--- src/rtl/ostat_pkg.sv ---
package ostat_pkg;

  typedef enum logic [1:0] {
    SEQ_IDLE = 2'd0,
    SEQ_RUN  = 2'd1,
    SEQ_HOLD = 2'd2
  } seq_state_e;

  // width that holds n full products of two opw-bit unsigned values
  function automatic int acc_width(input int opw, input int n);
    return 2 * opw + ((n > 1) ? $clog2(n) : 0);
  endfunction

endpackage

--- src/rtl/ostat_seq.sv ---
module ostat_seq
  import ostat_pkg::*;
#(
  parameter int N = 3
) (
  input  logic clk,
  input  logic rst,
  input  logic start,
  output logic feed,
  output logic clr,
  output logic done
);

  localparam int LAST = 3 * N - 2;
  localparam int CW   = $clog2(LAST + 1);
  localparam logic [CW-1:0] LAST_C = CW'(LAST);
  localparam logic [CW-1:0] FEED_C = CW'(N);

  seq_state_e      state;
  logic [CW-1:0]   cnt;

  always_ff @(posedge clk) begin
    if (rst) begin
      state <= SEQ_IDLE;
      cnt   <= '0;
      done  <= 1'b0;
    end else if (start) begin
      state <= SEQ_RUN;
      cnt   <= '0;
      done  <= 1'b0;
    end else begin
      case (state)
        SEQ_RUN: begin
          if (cnt == LAST_C) begin
            state <= SEQ_HOLD;
            done  <= 1'b1;
          end else begin
            cnt <= cnt + 1'b1;
          end
        end
        default: ;
      endcase
    end
  end

  assign feed = (state == SEQ_RUN) && (cnt < FEED_C);
  assign clr  = start;

  AST_DONE_EXCL: assert property (@(posedge clk) disable iff (rst)
    (state == SEQ_RUN) |-> !done);

  AST_DONE_HOLD: assert property (@(posedge clk) disable iff (rst)
    (done && !start) |=> done);

  AST_FEED_LOW_HOLD: assert property (@(posedge clk) disable iff (rst)
    done |-> !feed);

endmodule

--- src/rtl/ostat_skew.sv ---
module ostat_skew #(
  parameter int W     = 8,
  parameter int DEPTH = 1
) (
  input  logic         clk,
  input  logic         rst,
  input  logic         clr,
  input  logic         feed,
  input  logic [W-1:0] d_in,
  output logic [W-1:0] q_out
);

  logic [W-1:0] stage [DEPTH];

  generate
    for (genvar s = 0; s < DEPTH; s++) begin : g_stage
      if (s == 0) begin : g_head
        always_ff @(posedge clk) begin
          if (rst || clr) stage[0] <= '0;
          else            stage[0] <= feed ? d_in : '0;
        end
      end else begin : g_tail
        always_ff @(posedge clk) begin
          if (rst || clr) stage[s] <= '0;
          else            stage[s] <= stage[s-1];
        end
      end
    end
  endgenerate

  assign q_out = stage[DEPTH-1];

endmodule

--- src/rtl/ostat_pe.sv ---
module ostat_pe #(
  parameter int W     = 8,
  parameter int ACC_W = 18
) (
  input  logic             clk,
  input  logic             rst,
  input  logic             clr,
  input  logic [W-1:0]     m_in,
  input  logic [W-1:0]     n_in,
  output logic [W-1:0]     p_out,
  output logic [W-1:0]     q_out,
  output logic [ACC_W-1:0] acc
);

  logic [ACC_W-1:0] prod;

  assign prod = ACC_W'(m_in) * ACC_W'(n_in);

  always_ff @(posedge clk) begin
    if (rst || clr) begin
      p_out <= '0;
      q_out <= '0;
      acc   <= '0;
    end else begin
      p_out <= m_in;
      q_out <= n_in;
      acc   <= acc + prod;
    end
  end

  AST_NO_OVERFLOW: assert property (@(posedge clk) disable iff (rst)
    !clr |=> acc >= $past(acc));

endmodule

--- src/rtl/ostat_matmul.sv ---
module ostat_matmul
  import ostat_pkg::*;
#(
  parameter int N     = 3,
  parameter int W     = 8,
  parameter int ACC_W = acc_width(W, N)
) (
  input  logic                 clk,
  input  logic                 rst,
  input  logic                 start,
  input  logic [N*W-1:0]       a_in,
  input  logic [N*W-1:0]       b_in,
  output logic                 done,
  output logic [N*N*ACC_W-1:0] c_out
);

  logic feed;
  logic clr;

  logic [W-1:0]     h_bus [N][N+1];
  logic [W-1:0]     v_bus [N+1][N];
  logic [ACC_W-1:0] sums  [N][N];
  logic [N*W-1:0]   right_edge;
  logic [N*W-1:0]   bottom_edge;

  ostat_seq #(.N(N)) u_seq (
    .clk  (clk),
    .rst  (rst),
    .start(start),
    .feed (feed),
    .clr  (clr),
    .done (done)
  );

  generate
    for (genvar r = 0; r < N; r++) begin : g_row_skew
      ostat_skew #(.W(W), .DEPTH(r + 1)) u_skew (
        .clk  (clk),
        .rst  (rst),
        .clr  (clr),
        .feed (feed),
        .d_in (a_in[r*W +: W]),
        .q_out(h_bus[r][0])
      );
      assign right_edge[r*W +: W] = h_bus[r][N];
    end

    for (genvar c = 0; c < N; c++) begin : g_col_skew
      ostat_skew #(.W(W), .DEPTH(c + 1)) u_skew (
        .clk  (clk),
        .rst  (rst),
        .clr  (clr),
        .feed (feed),
        .d_in (b_in[c*W +: W]),
        .q_out(v_bus[0][c])
      );
      assign bottom_edge[c*W +: W] = v_bus[N][c];
    end

    for (genvar r = 0; r < N; r++) begin : g_grid_row
      for (genvar c = 0; c < N; c++) begin : g_grid_col
        ostat_pe #(.W(W), .ACC_W(ACC_W)) u_pe (
          .clk  (clk),
          .rst  (rst),
          .clr  (clr),
          .m_in (h_bus[r][c]),
          .n_in (v_bus[r][c]),
          .p_out(h_bus[r][c+1]),
          .q_out(v_bus[r+1][c]),
          .acc  (sums[r][c])
        );
        assign c_out[(r*N+c)*ACC_W +: ACC_W] = sums[r][c];
      end
    end
  endgenerate

  AST_START_CLEARS: assert property (@(posedge clk) disable iff (rst)
    start |=> (c_out == '0) && !done);

  AST_RESULT_HOLD: assert property (@(posedge clk) disable iff (rst)
    (done && !start) |=> $stable(c_out));

  AST_EDGE_DRAINED: assert property (@(posedge clk) disable iff (rst)
    done |=> (right_edge == '0) && (bottom_edge == '0));

endmodule

--- config.mk ---
export PLATFORM = sky130hd
export DESIGN_NAME = ostat_matmul
export DESIGN_NICKNAME = d
export VERILOG_FILES = /design/src/rtl/ostat_pkg.sv /design/src/rtl/ostat_seq.sv /design/src/rtl/ostat_skew.sv /design/src/rtl/ostat_pe.sv /design/src/rtl/ostat_matmul.sv
export SDC_FILE = /design/constraint.sdc
export NUM_CORES = 2
export LEC_CHECK = 0
export ABC_AREA = 1
export BUFFER_PORTS_ARGS = -buffer_cell sky130_fd_sc_hd__buf_2
export CAP_MARGIN = 10
export CELL_PAD_IN_SITES_DETAIL_PLACEMENT = 0
export CELL_PAD_IN_SITES_GLOBAL_PLACEMENT = 1
export CORE_AREA = 2 2 272 274
export DETAILED_ROUTE_END_ITERATION = 12
export DIE_AREA = 0 0 274 276
export PLACE_DENSITY_LB_ADDON = 0.1
export SETUP_SLACK_MARGIN = 0.05
export SLEW_MARGIN = 40
export SYNTH_ARGS = -nofsm -noshare
export SYNTH_HDL_FRONTEND = slang
export SYNTH_SLANG_ARGS = --single-unit
--- constraint.sdc ---
create_clock -name clk -period 6.3 [get_ports clk]
set_input_delay 1.575 -clock clk [delete_from_list [all_inputs] [get_ports clk]]
set_output_delay 1.575 -clock clk [all_outputs]
set_load 0.03 [all_outputs]
==> impl_metrics.tcl <==
set metrics [dict create \
    cts_inserted_buffers 47 \
    syn_area_mm2 0.0360 \
    grt_pass1_wl_um 143000 \
    syn-instance-count 5086 \
    path_class "reg2reg" \
    drt_pass1_iterations 7 \
    gp_congestion 0.844 \
    crit_slowest_cell "dfxtp_1" \
    setup_ws_ps 2130 \
    synth.top_cell.area_share 0.250 \
    async_reset_ff_frac 0 \
    p_leak_nw 24.0 \
    drc_errors 0 \
    ys_seq_elements 359 \
    post-place-ws_ps 2150 \
    period_needed_ps 4170 \
    ctsHoldBuffers 0 \
    rsz0062_at_grt "no" \
    cts_resized 0 \
    die_w_um 274 \
    cap_violations 0 \
    fin_area_mm2 0.0393 \
    ys_dominant_reg_cell "dfxtp_1" \
    utilization 0.542 \
    ys_top_cells_by_area "fa_1, dfxtp_1, inv_1" \
    syn-num-nets 5949 \
    p_per_area_mw_per_mm2 135 \
    required_ps 6800 \
    cts_setup_buffers 0 \
    die_area_mm2 0.0756 \
    cts_root_buffer "clkbuf_16" \
    status "finished, final reports clean" \
    syn_to_final_growth_pct 9.13 \
    finalSetupViolCount 0 \
    drt_iter0_markers 1062 \
    grt_use_total 0.233 \
    grt_antenna_before_repair 2 \
    synth.most_common_cell "inv_1" \
    hpwl_um 68600 \
    slew_headroom 0.499 \
    io_pins 214 \
    grt_pass1_vias 28600 \
    yosysSeqAreaShare 0.199 \
    wl_per_cell_um 13.4 \
    hold_viol_final 0 \
    drive_gt1_frac 0.0622 \
    r2r_slack_ps 2130 \
    h-tree-depth 2 \
    path_clk_slew_ps 60 \
    fin_nets 6034 \
    worst_clock_skew_ps 27.6 \
    routed_wl_um 82900 \
    worst_pin_slew_ps 751 \
    ys_top_cells_by_count "inv_1, nand2_1, fa_1, nor2_1, ha_1" \
    num_vias 27400 \
    timing.final.crit_share 0.661 \
    place_area_mm2 0.0376 \
    clock_sinks 359 \
    fmax_mhz 240 \
    die_h_um 276 \
    slowest_delay_ps 680 \
    clk_latency_ps 600 \
    worstPathCellList "nand2_1, fa_1, inv_1, fa_1, inv_1, fa_1, fa_1, inv_1, ha_1, nand2_1, nand3_1, a21oi_1, nand2_1, nand2_1, nor2_1" \
    critical-path-top-delay-family "adder cells" \
    placeableCoreArea_mm2 0.0726 \
    grt_max_degree 86 \
    numPortBuffers 213 \
    ys_warn_count 0 \
    slew_viol_final 0 \
    via_per_inst 4.45 \
    ir_drop_mv 0.201 \
    setup_tns_ps 0 \
    postRouteAntennaNets 0 \
    yosysTopAreaCell "fa_1" \
    initial_utilization 0.496 \
    ys_types 22 \
    cts_tree "yes" \
    start_kind "flop" \
    endpoint_kind "flop" \
    num_rows 99 \
    cts_buffer_depth 3 \
    worst-path-max-fanout 9 \
    crit_arrival_ps 4660 \
    critPathBufInv 3 \
    hp-class "reg2reg" \
    syn_area_per_cell_um2 7.09 \
    overflow 0 \
    synth_edf_count 0 \
]
[report_power, final]
part / total (mW) / internal, mW / leakage, nW / switching (mW)
clock: 2.92 / 1.79 / 0.810 / 1.14
combinational: 0.101 / 0.0297 / 20.3 / 0.0710
sequential: 2.30 / 2.28 / 2.89 / 0.0171
[per-stage QoR]
step,power [mW],hold slack [ps],std cells
after floorplan,2.41,394,5086
final,5.32,402,6169
after CTS,5.42,405,6168
after detailed placement,2.45,399,6081
after global placement,2.45,396,6081
after global routing,5.51,418,6168
[worst paths after layout]
check	startpoint	endpoint	cells after the start
max	g_grid_row[0].g_grid_col[1].u_pe.q_out[1]	g_grid_row[1].g_grid_col[1].u_pe.acc[11]	15
min	g_row_skew[2].u_skew.stage[1][0]	g_row_skew[2].u_skew.stage[2][0]	2
max reg2reg	g_grid_row[0].g_grid_col[1].u_pe.q_out[1]	g_grid_row[1].g_grid_col[1].u_pe.acc[11]	15
min reg2reg	g_row_skew[2].u_skew.stage[1][0]	g_row_skew[2].u_skew.stage[2][0]	2
[worst register-to-register path, delay by kind of cell (launching register included)]
family | cells | cell delay [ps]
adders and majority gates | 5 | 2340
DFF | 1 | 680
and+or+nand+nor | 6 | 610
AOI/OAI and AO/OA | 1 | 290
buffers and inverters | 3 | 140
[final cells by class]
| class | instances | area, µm² |
|---|---|---|
| clock inverters | 28 | 365 |
| inverters | 1721 | 6460 |
| flip-flops and latches | 359 | 7190 |
| fillers | 7380 | 33300 |
| multi-input cells | 2824 | 21700 |
| repair buffers | 218 | 1110 |
| clock buffers | 59 | 1320 |
| well taps | 959 | 1200 |
| diodes | 1 | 2.50 |
[sequential cells by signal, indices dropped and copies added (netlist names)]
register	cells
g_grid_row.g_grid_col.u_pe.acc	162
g_col_skew.u_skew.stage	48
g_row_skew.u_skew.stage	48
u_seq.done	1
u_seq.state	1
u_seq.cnt	3
g_grid_row.g_grid_col.u_pe.p_out	48
g_grid_row.g_grid_col.u_pe.q_out	48
[kinds of logic after synthesis]
kind of cell	count (synthesis)	synth area share
buf+inv	1903	0.200
simple gates	1829	0.199
fa+ha+maj	812	0.376
flops	359	0.199
compound gates	173	0.0241
xor+xnor	10	0.00243
[cells in the final DEF, fill, tap and decap left out, drive strengths merged]
master and instances:
nor2 456, a21oi 129, fa 450, xor2 1, clkinvlp 8, and2 28, ha 362, dfxtp 359
xnor2 9, inv 1724, clkbuf 59, buf 218, o2111ai 1, nand3b 10, nand2 1234, diode 1
nand4 4, o21ai 43, nand3 97, clkinv 10, bufinv 7
[routing by layer]
layer | share of wire | up-vias | global-route usage | wire [µm]
li1 | - | 14300 | - | -
met1 | 0.47 | 12700 | 0.316 | 39000
met2 | 0.46 | 360 | 0.390 | 38500
met3 | 0.043 | 93 | 0.0357 | 3550
met4 | 0.022 | 0 | 0.0530 | 1790
met5 | 0 | - | 0 | 0
(Power assumes the default switching activity.)
